===== config.mk =====
export PLATFORM = sky130hd
export DESIGN_NAME = qdec_counter
export DESIGN_NICKNAME = d
export VERILOG_FILES = /design/src/rtl/qdec_pkg.sv /design/src/rtl/qdec_sync.sv /design/src/rtl/qdec_tick.sv /design/src/rtl/qdec_filter.sv /design/src/rtl/qdec_core.sv /design/src/rtl/qdec_counter.sv
export SDC_FILE = /design/constraint.sdc
export NUM_CORES = 1
export LEC_CHECK = 0
export ABC_AREA = 1
export BUFFER_PORTS_ARGS = -buffer_cell sky130_fd_sc_hd__buf_4
export CAP_MARGIN = 20
export CORE_MARGIN = 2
export CORE_UTILIZATION = 40
export CTS_BUF_LIST = sky130_fd_sc_hd__clkbuf_16
export DETAILED_ROUTE_END_ITERATION = 10
export GPL_ROUTABILITY_DRIVEN = 0
export PLACE_DENSITY_LB_ADDON = 0.3
export SLEW_MARGIN = 20
export SYNTH_ARGS = -nofsm -noshare
export SYNTH_HDL_FRONTEND = slang
export SYNTH_SLANG_ARGS = --single-unit

===== constraint.sdc =====
create_clock -name clk -period 4.9 [get_ports clk]
set_input_delay 0.49 -clock clk [delete_from_list [all_inputs] [get_ports clk]]
set_output_delay 0.49 -clock clk [all_outputs]
set_load 0.02 [all_outputs]

===== src/rtl/qdec_pkg.sv =====
package qdec_pkg;
    typedef enum logic [1:0] {
        QM_NONE = 2'd0,
        QM_PH0  = 2'd1,
        QM_PH1  = 2'd2,
        QM_BOTH = 2'd3
    } qmode_e;
endpackage


===== src/rtl/qdec_sync.sv =====
module qdec_sync #(
    parameter int W = 3
) (
    input  logic         clk,
    input  logic         rst_n,
    input  logic [W-1:0] din,
    output logic [W-1:0] dout
);
    typedef struct packed {
        logic [W-1:0] meta;
        logic [W-1:0] stab;
    } sync_st_t;

    sync_st_t st_d, st_q;

    always_comb begin
        st_d      = st_q;
        st_d.meta = din;
        st_d.stab = st_q.meta;
    end

    always_ff @(posedge clk or negedge rst_n) begin
        if (!rst_n) st_q <= '0;
        else        st_q <= st_d;
    end

    assign dout = st_q.stab;
endmodule


===== src/rtl/qdec_tick.sv =====
module qdec_tick #(
    parameter int DIV_W = 8
) (
    input  logic             clk,
    input  logic             rst_n,
    input  logic [DIV_W-1:0] samp_div,
    output logic             tick
);
    typedef struct packed {
        logic [DIV_W-1:0] div;
        logic             tick;
    } tick_st_t;

    tick_st_t st_d, st_q;

    always_comb begin
        st_d = st_q;
        if (st_q.div >= samp_div) begin
            st_d.div  = '0;
            st_d.tick = 1'b1;
        end else begin
            st_d.div  = st_q.div + 1'b1;
            st_d.tick = 1'b0;
        end
    end

    always_ff @(posedge clk or negedge rst_n) begin
        if (!rst_n) st_q <= '0;
        else        st_q <= st_d;
    end

    assign tick = st_q.tick;
endmodule


===== src/rtl/qdec_filter.sv =====
module qdec_filter #(
    parameter int FILT_W = 4
) (
    input  logic              clk,
    input  logic              rst_n,
    input  logic              tick,
    input  logic [FILT_W-1:0] len,
    input  logic              din,
    output logic              dout
);
    localparam logic [FILT_W-1:0] ONE = FILT_W'(1);

    typedef struct packed {
        logic [FILT_W-1:0] run;
        logic              lvl;
    } filt_st_t;

    filt_st_t st_d, st_q;

    always_comb begin
        st_d = st_q;
        if (len == '0) begin
            st_d.lvl = din;
            st_d.run = '0;
        end else if (tick) begin
            if (din == st_q.lvl) begin
                st_d.run = '0;
            end else if (st_q.run >= len - ONE) begin
                st_d.lvl = din;
                st_d.run = '0;
            end else begin
                st_d.run = st_q.run + ONE;
            end
        end
    end

    always_ff @(posedge clk or negedge rst_n) begin
        if (!rst_n) st_q <= '0;
        else        st_q <= st_d;
    end

    assign dout = st_q.lvl;
endmodule


===== src/rtl/qdec_core.sv =====
module qdec_core
    import qdec_pkg::*;
#(
    parameter int CNT_W = 16
) (
    input  logic             clk,
    input  logic             rst_n,
    input  logic             enable,
    input  logic [1:0]       mode,
    input  logic             ph0,
    input  logic             ph1,
    input  logic [CNT_W-1:0] reload,
    output logic [CNT_W-1:0] count,
    output logic             dir_down,
    output logic             wrap_pulse
);
    typedef struct packed {
        logic [CNT_W-1:0] cnt;
        logic             down;
        logic             wrap;
        logic             prev0;
        logic             prev1;
    } core_st_t;

    core_st_t st_d, st_q;
    qmode_e   mode_e;
    logic     edge0, edge1, take0, take1, step, go_up;

    assign mode_e = qmode_e'(mode);

    always_comb begin
        st_d       = st_q;
        st_d.wrap  = 1'b0;
        st_d.prev0 = ph0;
        st_d.prev1 = ph1;

        edge0 = ph0 ^ st_q.prev0;
        edge1 = ph1 ^ st_q.prev1;
        take0 = edge0 && (mode_e == QM_PH0 || mode_e == QM_BOTH);
        take1 = edge1 && (mode_e == QM_PH1 || mode_e == QM_BOTH);
        step  = enable && (take0 || take1) && !(edge0 && edge1);
        go_up = take0 ? (ph0 != ph1) : (ph1 == ph0);

        if (step) begin
            st_d.down = !go_up;
            if (go_up) begin
                if (st_q.cnt >= reload) begin
                    st_d.cnt  = '0;
                    st_d.wrap = 1'b1;
                end else begin
                    st_d.cnt = st_q.cnt + 1'b1;
                end
            end else begin
                if (st_q.cnt == '0) begin
                    st_d.cnt  = reload;
                    st_d.wrap = 1'b1;
                end else begin
                    st_d.cnt = st_q.cnt - 1'b1;
                end
            end
        end
    end

    always_ff @(posedge clk or negedge rst_n) begin
        if (!rst_n) st_q <= '0;
        else        st_q <= st_d;
    end

    assign count      = st_q.cnt;
    assign dir_down   = st_q.down;
    assign wrap_pulse = st_q.wrap;
endmodule


===== src/rtl/qdec_counter.sv =====
module qdec_counter #(
    parameter int CNT_W  = 16,
    parameter int FILT_W = 4,
    parameter int DIV_W  = 8
) (
    input  logic              clk,
    input  logic              rst_n,
    input  logic              enable,
    input  logic [1:0]        mode,
    input  logic              xor_sel,
    input  logic [1:0]        pol_inv,
    input  logic [FILT_W-1:0] filt_len,
    input  logic [DIV_W-1:0]  samp_div,
    input  logic [CNT_W-1:0]  reload,
    input  logic              enc_a,
    input  logic              enc_b,
    input  logic              enc_x,
    output logic [CNT_W-1:0]  count,
    output logic              dir_down,
    output logic              wrap_pulse
);
    localparam int NCH  = 3;
    localparam int NPH  = 2;

    logic [NCH-1:0] ch_sync;
    logic [NPH-1:0] ph_raw;
    logic [NPH-1:0] ph_filt;
    logic [NPH-1:0] ph_cond;
    logic           samp_tick;

    qdec_sync #(.W(NCH)) u_sync (
        .clk  (clk),
        .rst_n(rst_n),
        .din  ({enc_x, enc_b, enc_a}),
        .dout (ch_sync)
    );

    qdec_tick #(.DIV_W(DIV_W)) u_tick (
        .clk     (clk),
        .rst_n   (rst_n),
        .samp_div(samp_div),
        .tick    (samp_tick)
    );

    always_comb begin
        ph_raw[0] = xor_sel ? ^ch_sync : ch_sync[0];
        ph_raw[1] = ch_sync[1];
    end

    for (genvar g = 0; g < NPH; g++) begin : g_phase
        qdec_filter #(.FILT_W(FILT_W)) u_filt (
            .clk  (clk),
            .rst_n(rst_n),
            .tick (samp_tick),
            .len  (filt_len),
            .din  (ph_raw[g]),
            .dout (ph_filt[g])
        );
        assign ph_cond[g] = ph_filt[g] ^ pol_inv[g];
    end

    qdec_core #(.CNT_W(CNT_W)) u_core (
        .clk       (clk),
        .rst_n     (rst_n),
        .enable    (enable),
        .mode      (mode),
        .ph0       (ph_cond[0]),
        .ph1       (ph_cond[1]),
        .reload    (reload),
        .count     (count),
        .dir_down  (dir_down),
        .wrap_pulse(wrap_pulse)
    );
endmodule


==> metrics.csv, run 1 <==
metric,value,unit
leak pwr,2.61,nW
dpl hpwl,7480,um
row count,37,
max cap viols,0,
Final Max Slew Viols,0,
synthesized cell area,4160,um^2
ys flop type,dfrtp_1,
busiest layer in global routing,met2,
Ys Warns,0,
GRT Total Usage,0.189,
"top cells by area, synth","dfrtp_1 27%, nand2_1 15%, ha_1 11%, inv_1 8.5%, nor2_1 8.2%",
Worst Setup SP,u_core.count[0],
"CTS clk-pin slew, worst paths",0.07,ns
hold buffer count at CTS,0,
Root Driver,clkbuf_16,
footprint of the multi-input gates,2440,um^2
Die Span X,106,um
Synth area leader,dfrtp_1,
die footprint,11200,um^2
fin crit period,2.37,ns
global-route met2 utilization,0.320,
outcome,"finished, final reports clean",
# port buffers,56,
Syn Inst Count,619,
worst slew pin tran,0.873,ns
Netlist cell types,37,
post-synthesis sequential area ratio,0.270,
Antenna Diode Count,0,
layout cells sized above 1,0.139,
DRC Markers,0,
post-CTS sizing,0,
Synth top area share,0.270,
Slew Limit Headroom,0.416,
first-pass GRT wire length,17100,um
"Avg Cell Area, Syn",6.73,um^2
Commonest cells post-synth,"167 x nand2_1, 94 x inv_1, 91 x nor2_1",
CP Launch Type,register,
vias in the first global route,3711,
clk_lat worst skew,0.30,ns
GRT Residual Overflow,0,
synthesized flop and latch total,45,
"FFs w/ async S/R, synth",1.00,
Die Y,106,um
Final setup viols,0,
Vias/cell,4.90,
initial core utilization,0.407,
Max rail drop VDD,0.000237,V
Layout area overhead,13.0,%
fin nets,728,
fillers,1050,
CP Class,register to register,
Worst Path Arrival,2.55,ns
RR Startpoint,u_core.count[0],
"count leader, synth",nand2_1,
IO Pins,57,
core region area,10200,um^2
grt met3 use,0.0282,
drt pass-1 iters,5,
sequential cell area,1130,um^2
Vias,3869,
CP Capture Type,register,
GR Util met1,0.249,
Worst Path Required,5.09,ns
period utilization,0.483,
total CTS buffers,5,
DR iter-0 viols,220,
Routed WL,9930,um
utilization after layout,0.460,
crit-path max FO,18,
CTS max path bufs,2,
"Hold Vio Cnt, Final",0,
DR WL/cell,12.6,um
TritonCTS clock tree,done,
Syn Nets,695,
Peak Freq,0.423,GHz
clock sinks,45,
largest net degree at the start of global routing,46,
initial antenna violation count,0,
Fin Setup TNS,0,ns
postcts setup bufs,0,
Final ANT Viol Nets,0,
pwr/cell area,563,nW/um^2
H-Tree Level Count,2,
min-delay worst type,input port to asynchronous set/reset pin,
RSZ-0062 raised after global routing,no,
Clock Skew,0.00610,ns
"EDFF count, synth",0,
[kinds of logic (layout without fill, tap and decap cells)]
| family | Yosys count | in the layout | synth area share |
|---|---|---|---|
| buffers and inverters | 130 | 164 | 0.144 |
| AND/OR/NAND/NOR | 347 | 347 | 0.362 |
| flip-flops | 45 | 45 | 0.270 |
| adder cells (fa/ha/maj) | 37 | 37 | 0.111 |
| AO/OA/AOI/OAI | 28 | 28 | 0.0430 |
| XOR/XNOR | 32 | 32 | 0.0691 |
[state kept, by name (all words and copies together), names as in the netlist, 2 cells and up]
| register | cells |
|---|---|
| g_phase.u_filt.dout | 2 |
| g_phase.u_filt.st_q | 8 |
| u_core.count | 16 |
| u_core.st_q | 2 |
| u_sync.dout | 3 |
| u_sync.st_d | 3 |
| u_tick.st_q | 8 |
[worst paths after layout]
path / end / slack, ns / depth (start not counted)
setup / recovery: u_core.count[12] / 2.53 / 11
setup reg to reg: u_core.count[12] / 2.53 / 11
min in group clk: u_sync.st_d[0] / 0.30 / 1
hold reg to reg: u_sync.dout[2] / 0.35 / 0
hold / removal: u_tick.st_q[2] / 0.19 / 1
max in group asynchronous: u_sync.dout[2] / 4.31 / 1
[cells in the final DEF (no fill, tap or decap), types with 2 or more instances in the layout]
master / n
nand4_1: 6
nand2_1: 167
inv_6: 2
nand2_2: 5
a21boi_0: 2
xor2_1: 23
o21ai_1: 2
nand3_1: 47
a21oi_1: 10
inv_1: 94
dfrtp_1: 45
o21ai_0: 6
o211ai_2: 3
xnor2_1: 8
ha_1: 37
clkbuf_16: 5
or2_2: 2
nor2_1: 91
nor2_2: 3
nand3b_1: 2
inv_2: 5
buf_4: 56
o22ai_1: 2
nor3_1: 13
nor3b_1: 2
nor2_4: 4
[metal layers]
layer	up-vias	wire, um
met4	0	142
met1	1794	4670
li1	1965	-
met5	-	0
met2	101	4650
met3	9	475
[per-stage QoR]
| step | instance area, um^2 | cells | setup WS [ns] | hold slack, ns | power [mW] |
|---|---|---|---|---|---|
| 6_report | 4700 | 789 | 2.53 | 0.192 | 2.65 |
| 5_1_grt | 4700 | 789 | 2.21 | 0.246 | 2.92 |
| 4_1_cts | 4700 | 789 | 2.54 | 0.223 | 2.66 |
| 3_5_place_dp | 4530 | 781 | 2.56 | 0.337 | 2.24 |
| 3_3_place_gp | 4530 | 781 | 2.56 | 0.333 | 2.20 |
| 2_1_floorplan | 4160 | 619 | 3.02 | 0.194 | 1.95 |
[worst max-delay path, stage by stage, from the launching register on]
cell and delay (ns):
dfrtp_1 0.48, inv_1 0.19, ha_1 0.17, inv_1 0.06, nor3_1 0.22, nand3_2 0.41, inv_2 0.30, nand2_1 0.09
nand3_1 0.09, nand2_1 0.07, nor2_1 0.12, nor2_1 0.05
[where the power goes]
| part | internal [mW] | switching [mW] | leakage (nW) |
|---|---|---|---|
| Combinational | 0.574 | 0.910 | 1.98 |
| Sequential | 0.509 | 0.243 | 0.542 |
| Clock | 0.245 | 0.166 | 0.0848 |
[cell type report]
class,instances,share of cell area
multi-input combinational,444,0.518
clock inverter,3,0.0101
sequential,45,0.239
tap,136,0.0362
clock buffer,5,0.0266
inverter,100,0.0803
timing repair buffer,56,0.0894
Power figures use the tool's default switching activity.
==> run 2: changes to the inputs <==
--- a/config.mk
+++ b/config.mk
@@ -5,7 +5,7 @@
 export SDC_FILE = /design/constraint.sdc
 export NUM_CORES = 1
 export LEC_CHECK = 0
-export ABC_AREA = 1
+export ABC_AREA = 0
 export BUFFER_PORTS_ARGS = -buffer_cell sky130_fd_sc_hd__buf_4
 export CAP_MARGIN = 20
 export CORE_MARGIN = 2
==> constraint.sdc (replaced) <==
create_clock -name clk -period 2 [get_ports clk]
set_input_delay 0.2 -clock clk [delete_from_list [all_inputs] [get_ports clk]]
set_output_delay 0.2 -clock clk [all_outputs]
set_load 0.02 [all_outputs]
==> run 2 against run 1 <==
Net effect:
- the flow now finishes with violations (negative setup slack)
- critical path type unchanged
- area after synthesis decreased by 7.0%
- synthesized cell count shrank 30%
- flip-flop and latch count unchanged
- highest routed layer unchanged
- clock skew is 0.0040 ns higher
- first-iteration DRC count increased by 2.3%
==> metrics.csv, run 2 <==
metric,value,unit,change
outcome,"finished, violations left",,
violated checks,negative setup slack,,
crit-path max FO,7,,-11
Synth Area in Compound Gates,0.182,,+0.139
"Avg Cell Area, Syn",8.97,um^2,+33%
Root Driver,clkbuf_16,,
utilization after layout,0.595,,+0.135
layout cells sized above 1,0.428,,+0.289
worst slew pin tran,0.605,ns,-0.268 ns
mux share of post-synthesis cell area,0.0187,,+0.0187
Max rail drop VDD,0.000640,V,+170%
clk_lat worst skew,0.30,ns,about the same
Slew Limit Headroom,0.597,,+0.181
synthesized flop and latch total,45,,unchanged
RSZ-0062 raised after global routing,yes,,
Synth area leader,dfrtp_1,,
row count,35,,-5.4%
"FFs w/ async S/R, synth",1.00,,unchanged
"commonest non-fill, non-tap cell in the layout",buf_4,,
Post-Layout Cell Count,678,,-14%
IO Pins,57,,unchanged
RR Startpoint,u_core.count[2],,
Worst Setup SP,u_core.count[2],,
"count leader, synth",dfrtp_1,,
Antenna Diode Count,0,,unchanged
DR WL/cell,16.2,um,+29%
CP Launch Type,register,,
Syn Nets,508,,-27%
"Hold Vio Cnt, Final",0,,unchanged
H-Tree Level Count,2,,unchanged
Netlist cell types,63,,+70%
vias in the first global route,3634,,-2.1%
Crit path depth,7,,-4
initial core utilization,0.415,,+0.00830
DRC Markers,0,,unchanged
Worst path max stage delay,0.56,ns,+0.08 ns
first-pass GRT wire length,17500,um,+1.9%
Commonest cells post-synth,"45 x dfrtp_1, 38 x inv_1, 37 x ha_1",,
core region area,9330,um^2,-8.8%
"EDFF count, synth",0,,unchanged
XOR/XNOR Fraction of Synth Area,0.0740,,+0.00486
fin crit period,2.18,ns,-0.182 ns
Worst Path Required,2.19,ns,-2.90 ns
drt pass-1 iters,6,,+1
Ys Warns,0,,unchanged
critical path cell sequence,buf_4 > or4_4 > nor4_4 > xnor2_1 > nor2_1 > or4_4 > o311ai_4,,
Die Y,102,um,-3.4%
min-delay worst type,input port to register,,
Final ANT Viol Nets,0,,unchanged
Hold WS,0.00369,ns,-0.189 ns
"commonest cells after routing, fill and taps aside","133 x buf_4, 43 x dfrtp_1, 34 x inv_1, 28 x ha_1, 27 x nand2_1",,
leak pwr,2.55,nW,-2.0%
CP Buf/Inv Count,1,,-2
Final setup viols,17,,+17
hold path depth,1,,
Peak Freq,0.458,GHz,+8.4%
Vias/cell,5.51,,+12%
Clock Skew,0.0101,ns,+0.00401 ns
fin nets,624,,-14%
CTS max path bufs,2,,unchanged
final worst slack,-0.183,ns,-2.72 ns
max reg flops,16,,unchanged
worst r2r path cells,7,,-4
slowest CP cell,or4_4,,
Setup crit end,u_core.count[7],,
GRT Total Usage,0.210,,+0.0208
max cap viols,0,,unchanged
largest family of logic cells by synthesized area,simple AND/OR/NAND/NOR gates,,
Die Span X,102,um,-3.4%
die footprint,10500,um^2,-6.7%
dpl hpwl,7310,um,-2.3%
TritonCTS clock tree,done,,
post-synthesis sequential area ratio,0.291,,+0.0203
r2r endpoint,u_core.count[7],,
Layout area overhead,43.2,%,
CP Class,register to register,,
Worst Path Arrival,2.37,ns,-0.18 ns
ys flop type,dfrtp_1,,
post-synthesis simple-gate area fraction,0.185,,-0.177
largest net degree at the start of global routing,46,,unchanged
"top cells by area, synth","dfrtp_1 29%, ha_1 12%, inv_1 3.7%, clkbuf_8 3.6%, buf_4 3.5%",,
Vias,3735,,-3.5%
kind of cell adding the most delay to the critical path,simple AND/OR/NAND/NOR gates,,
period utilization,1.09,,+0.609
Most Frequent Cell on Critical Path,or4_4,,
# port buffers,56,,unchanged
Final Max Slew Viols,0,,unchanged
total CTS buffers,5,,unchanged
Routed WL,11000,um,+10%
GRT Residual Overflow,0,,unchanged
initial antenna violation count,0,,unchanged
"CTS clk-pin slew, worst paths",0.08,ns,about the same
total placed cells including tap cells,649,,-17%
adder-cell share of the synthesized area,0.122,,+0.0109
synthesized cell area,3870,um^2,-7.0%
CP Capture Type,register,,
Syn Inst Count,432,,-30%
clock sinks,45,,unchanged
pwr/cell area,1380,nW/um^2,+150%
Synth top area share,0.291,,+0.0203
flop2flop setup slack,-0.18,ns,-2.72 ns
DR iter-0 viols,225,,+2.3%
run 2: cell types whose count changed after synthesis, moves of 8 or more:
cell      before  now
xor2_1        23   13
inv_1         94   38
clkbuf_8       0   10
nor2_1        91   29
nor4_1         0    8
nand3_1       47   16
a32oi_1        0   11
nand2_1      167   31
o31ai_1        0    8
a21oi_1       10   19
run 2: layer usage:
layer / vias to the layer above / wire length (um) / track usage / share of wire
met2: 131 / 5380 / 0.347 / 0.49
met3: 16 / 598 / 0.0274 / 0.054
met1: 1809 / 4860 / 0.290 / 0.44
met4: 0 / 136 / 0.0564 / 0.012
li1: 1779 / - / - / -
met5: - / 0 / 0 / 0
run 2: logic make-up after synthesis:
family	count (synthesis)
simple gates	139
buf+inv	77
flops	45
xor+xnor	27
fa+ha+maj	38
mux	7
compound gates	99
run 2: area by class of cell:
type	count	area, um^2
inverters	38	143
fillers	803	3780
flip-flops and latches	45	1130
clock inverters	3	47.5
multi-input cells	310	2760
repair buffers	148	1180
well taps	129	161
clock buffers	5	125
run 2: what timing repair did:
item / CTS / global route
hold buffers: 1 / 2
gates cloned: 1 / 1
endpoints found under the hold margin: 45 / 2
setup endpoints to repair: 21 / 35
buffers inserted: 6 / 10
resized for setup: 48 / 46
pin swaps: 16 / 18
run 2: how the worst min path moves through the flow:
stage	from	to	slack (ns)
floorplan	rst_n	g_phase[0].u_filt.dout	-0.1
global placement	rst_n	u_tick.st_q[1]	0.25
detailed placement	rst_n	u_tick.st_q[1]	0.26
CTS	enc_b	u_sync.st_d[1]	0.004
global route	enc_a	u_sync.st_d[0]	0.004
finish	enc_a	u_sync.st_d[0]	0.004
run 2: power breakdown:
| part | internal (mW) | switching (mW) |
|---|---|---|
| clock network | 0.600 | 0.398 |
| logic | 2.39 | 2.73 |
| registers | 1.24 | 0.297 |
run 2: metrics by stage:
| step | setup WS (ns) | instance area, um^2 | power (mW) | setup TNS [ns] |
|---|---|---|---|---|
| after global routing | -0.272 | 5550 | 8.18 | -3.47 |
| final | -0.183 | 5550 | 7.65 | -1.28 |
| after floorplan | -0.209 | 3900 | 4.32 | -1.20 |
| after detailed placement | -0.590 | 4680 | 5.57 | -8.73 |
| after global placement | -0.578 | 4680 | 5.48 | -8.02 |
| after CTS | -0.138 | 5170 | 7.02 | -1.13 |
run 2: worst register-to-register path, stage by stage (launching register included):
cell	delay [ns]
dfrtp_1	0.38
buf_4	0.16
or4_4	0.56
nor4_4	0.15
xnor2_1	0.16
nor2_1	0.09
or4_4	0.46
o311ai_4	0.11
==> run 3: changes to the inputs <==
--- a/config.mk
+++ b/config.mk
@@ -17,4 +17,5 @@
 export SLEW_MARGIN = 20
 export SYNTH_ARGS = -nofsm -noshare
 export SYNTH_HDL_FRONTEND = slang
+export SYNTH_HIERARCHICAL = 1
 export SYNTH_SLANG_ARGS = --single-unit
==> run 3 against run 2 <==
Net effect:
- the run still ends with negative setup slack left
- via count decreased by 2.7%
- register-to-register slack worse by 0.24 ns
- total power down 10%
- routed wire length is 6.9% lower
- non-clock buffer count decreased by 7
- maximum frequency decreased by 10%
- first-iteration DRC count is 14% lower
- worst hold slack better by 0.0071 ns
- flip-flop and latch count is the same
- area after synthesis shrank 1.5%
- core utilization shrank 2.1 points
- largest cell class unchanged
- highest routed layer unchanged
==> metrics.csv, run 3 <==
metric,value,unit,change
outcome,"finished, violations left",,
violated checks,negative setup slack,,
fin crit period,2.43,ns,+0.243 ns
Antenna Diode Count,0,,unchanged
Slew Limit Headroom,0.602,,+0.00515
RSZ-0062 raised after global routing,yes,,
initial core utilization,0.413,,-0.00229
H-Tree Level Count,2,,unchanged
Peak Freq,0.412,GHz,-10%
fin nets,616,,-1.3%
"commonest cells after routing, fill and taps aside","133 x buf_4, 44 x dfrtp_1, 36 x ha_1, 31 x inv_1, 30 x nor2_1",,
Worst Path Required,2.17,ns,-0.02 ns
Ys Warns,6,,+6
core region area,9240,um^2,-0.94%
flop2flop setup slack,-0.43,ns,-0.24 ns
ys flop type,dfrtp_1,,
"count leader, synth",dfrtp_1,,
Final setup viols,17,,unchanged
DR iter-0 viols,194,,-14%
leak pwr,2.47,nW,-3.1%
Vias/cell,5.45,,-1.1%
Hold WS,0.0108,ns,+0.00713 ns
first-pass GRT wire length,16800,um,-3.8%
CP Class,register to register,,
"top cells by area, synth","dfrtp_1 30%, ha_1 13%, xnor2_1 3.9%, buf_4 3.3%, inv_1 3.2%",,
Root Driver,clkbuf_16,,
TritonCTS clock tree,done,,
Max rail drop VDD,0.000502,V,-22%
critical path cell sequence,ha_4 > nand4_1 > nor3_4 > or4b_4 > nand3_4 > buf_6 > o21ai_2 > a221o_1,,
Routed WL,10200,um,-6.9%
worst r2r path cells,8,,+1
Syn Nets,499,,-1.8%
die footprint,10300,um^2,-1.4%
Commonest cells post-synth,"45 x dfrtp_1, 40 x ha_1, 33 x inv_1",,
pre-CTS WS,-0.413,ns,+0.177 ns
total placed cells including tap cells,646,,-0.46%
Synth top area share,0.295,,+0.00438
CP Capture Type,register,,
Post-Layout Cell Count,667,,-1.6%
synthesized flop and latch total,45,,unchanged
slowest CP cell,or4b_4,,
dpl hpwl,7550,um,+3.3%
IO Pins,57,,unchanged
GRT Residual Overflow,0,,unchanged
Vias,3635,,-2.7%
Worst Path Arrival,2.60,ns,+0.23 ns
"Avg Cell Area, Syn",9.09,um^2,+1.3%
vias in the first global route,3544,,-2.5%
HP Start,enc_b,,
# port buffers,56,,unchanged
"commonest non-fill, non-tap cell in the layout",buf_4,,
Clock Skew,0.00507,ns,-0.00504 ns
Layout area overhead,39.0,%,
WHS Endpoint,u_sync/st_d[1],,
post-synthesis sequential area ratio,0.295,,+0.00438
Synth area leader,dfrtp_1,,
CTS max path bufs,2,,unchanged
total CTS buffers,5,,unchanged
min-delay worst type,input port to register,,
"FFs w/ async S/R, synth",1.00,,unchanged
Final ANT Viol Nets,0,,unchanged
kind of cell adding the most delay to the critical path,simple AND/OR/NAND/NOR gates,,
worst slew pin tran,0.597,ns,-0.00773 ns
"EDFF count, synth",0,,unchanged
DRC Markers,0,,unchanged
Netlist cell types,65,,+3.2%
Die Span X,102,um,-0.72%
largest net degree at the start of global routing,46,,unchanged
CP Launch Type,register,,
DR WL/cell,15.3,um,-5.4%
synthesized cell area,3820,um^2,-1.5%
Final Max Slew Viols,0,,unchanged
clock sinks,45,,unchanged
Worst path max stage delay,0.53,ns,-0.03 ns
pwr/cell area,1300,nW/um^2,-5.9%
period utilization,1.21,,+0.121
layout cells sized above 1,0.392,,-0.0359
"Hold Vio Cnt, Final",0,,unchanged
initial antenna violation count,0,,unchanged
final worst slack,-0.426,ns,-0.243 ns
GRT Total Usage,0.204,,-0.00621
hold path depth,1,,unchanged
RR Startpoint,u_core/count[14],,
drt pass-1 iters,5,,-1
max cap viols,0,,unchanged
clk_lat worst skew,0.29,ns,about the same
CP Buf/Inv Count,1,,unchanged
row count,35,,unchanged
Syn Inst Count,420,,-2.8%
Die Y,102,um,-0.72%
crit-path max FO,5,,-2
max reg flops,16,,unchanged
r2r endpoint,u_core/count[13],,
"CTS clk-pin slew, worst paths",0.07,ns,about the same
## run 3: cell types whose count changed after synthesis, sizes merged, moves of 6 or more
| cell | delta |
|---|---|
| a211oi | +7 |
| a21oi | -6 |
| a221o | +8 |
| a32oi | -11 |
| xnor2 | +7 |
| clkbuf | -11 |
## run 3: final cells by class
| cell class | instances | area [um^2] |
|---|---|---|
| inverter | 33 | 124 |
| fill | 785 | 3940 |
| clock inverter | 3 | 50.0 |
| clock buffer | 5 | 125 |
| tap | 129 | 161 |
| timing repair buffer | 141 | 1100 |
| multi-input combinational | 311 | 2620 |
| sequential | 45 | 1130 |
## run 3: through the flow
step	TNS, ns	cell area, um^2	util	total power, mW
after floorplan	-2.35	3840	-	3.87
final	-5.43	5300	0.574	6.88
after detailed placement	-5.21	4780	0.518	5.22
after CTS	-4.52	5060	0.548	6.43
after global placement	-4.76	4780	0.518	5.11
after global routing	-6.17	5300	0.574	7.36
## run 3: logic make-up (layout without fill, tap and decap cells)
group	count (synthesis)	in the layout	share of synthesized area
buffers and inverters	66	182	0.0879
multiplexers	4	4	0.0111
AND/OR/NAND/NOR	151	152	0.232
AO/OA/AOI/OAI	84	85	0.174
flip-flops	45	45	0.295
XOR/XNOR	30	30	0.0689
adder cells (fa/ha/maj)	40	40	0.131
## run 3: what timing repair did
action                     4_1_cts  5_1_grt
hold endpoints to repair        45        0
setup endpoints to repair       17       17
buffers inserted                 3       10
hold buffers                     1        0
gates cloned                     1        1
pin swaps                        1       26
gates resized for setup         11       39
## run 3: power breakdown
part	switching [mW]	leakage [nW]	total, mW	internal, mW
Combinational	2.32	1.84	4.44	2.11
Sequential	0.259	0.544	1.46	1.20
Clock	0.382	0.0859	0.983	0.601
Total	2.96	2.47	6.88	3.91
## run 3: per-layer routing
metal | up-vias | wire length (um) | GRT usage
met3 | 15 | 379 | 0.0255
met4 | 0 | 154 | 0.0499
li1 | 1752 | - | -
met2 | 83 | 5100 | 0.357
met1 | 1785 | 4580 | 0.266
met5 | - | 0 | 0
## run 3: worst max-delay path by stage
| stage | from | to | slack, ns | cells after the start |
|---|---|---|---|---|
| finish | u_core/count[14] | u_core/count[13] | -0.43 | 8 |
| CTS | u_core/count[13] | u_core/count[15] | -0.38 | 8 |
| floorplan | u_core/count[11] | u_core/count[9] | -0.30 | 8 |
| global route | u_core/count[14] | u_core/count[13] | -0.47 | 8 |
| global placement | u_core/count[13] | u_core/count[15] | -0.38 | 8 |
| detailed placement | u_core/count[13] | u_core/count[15] | -0.41 | 8 |
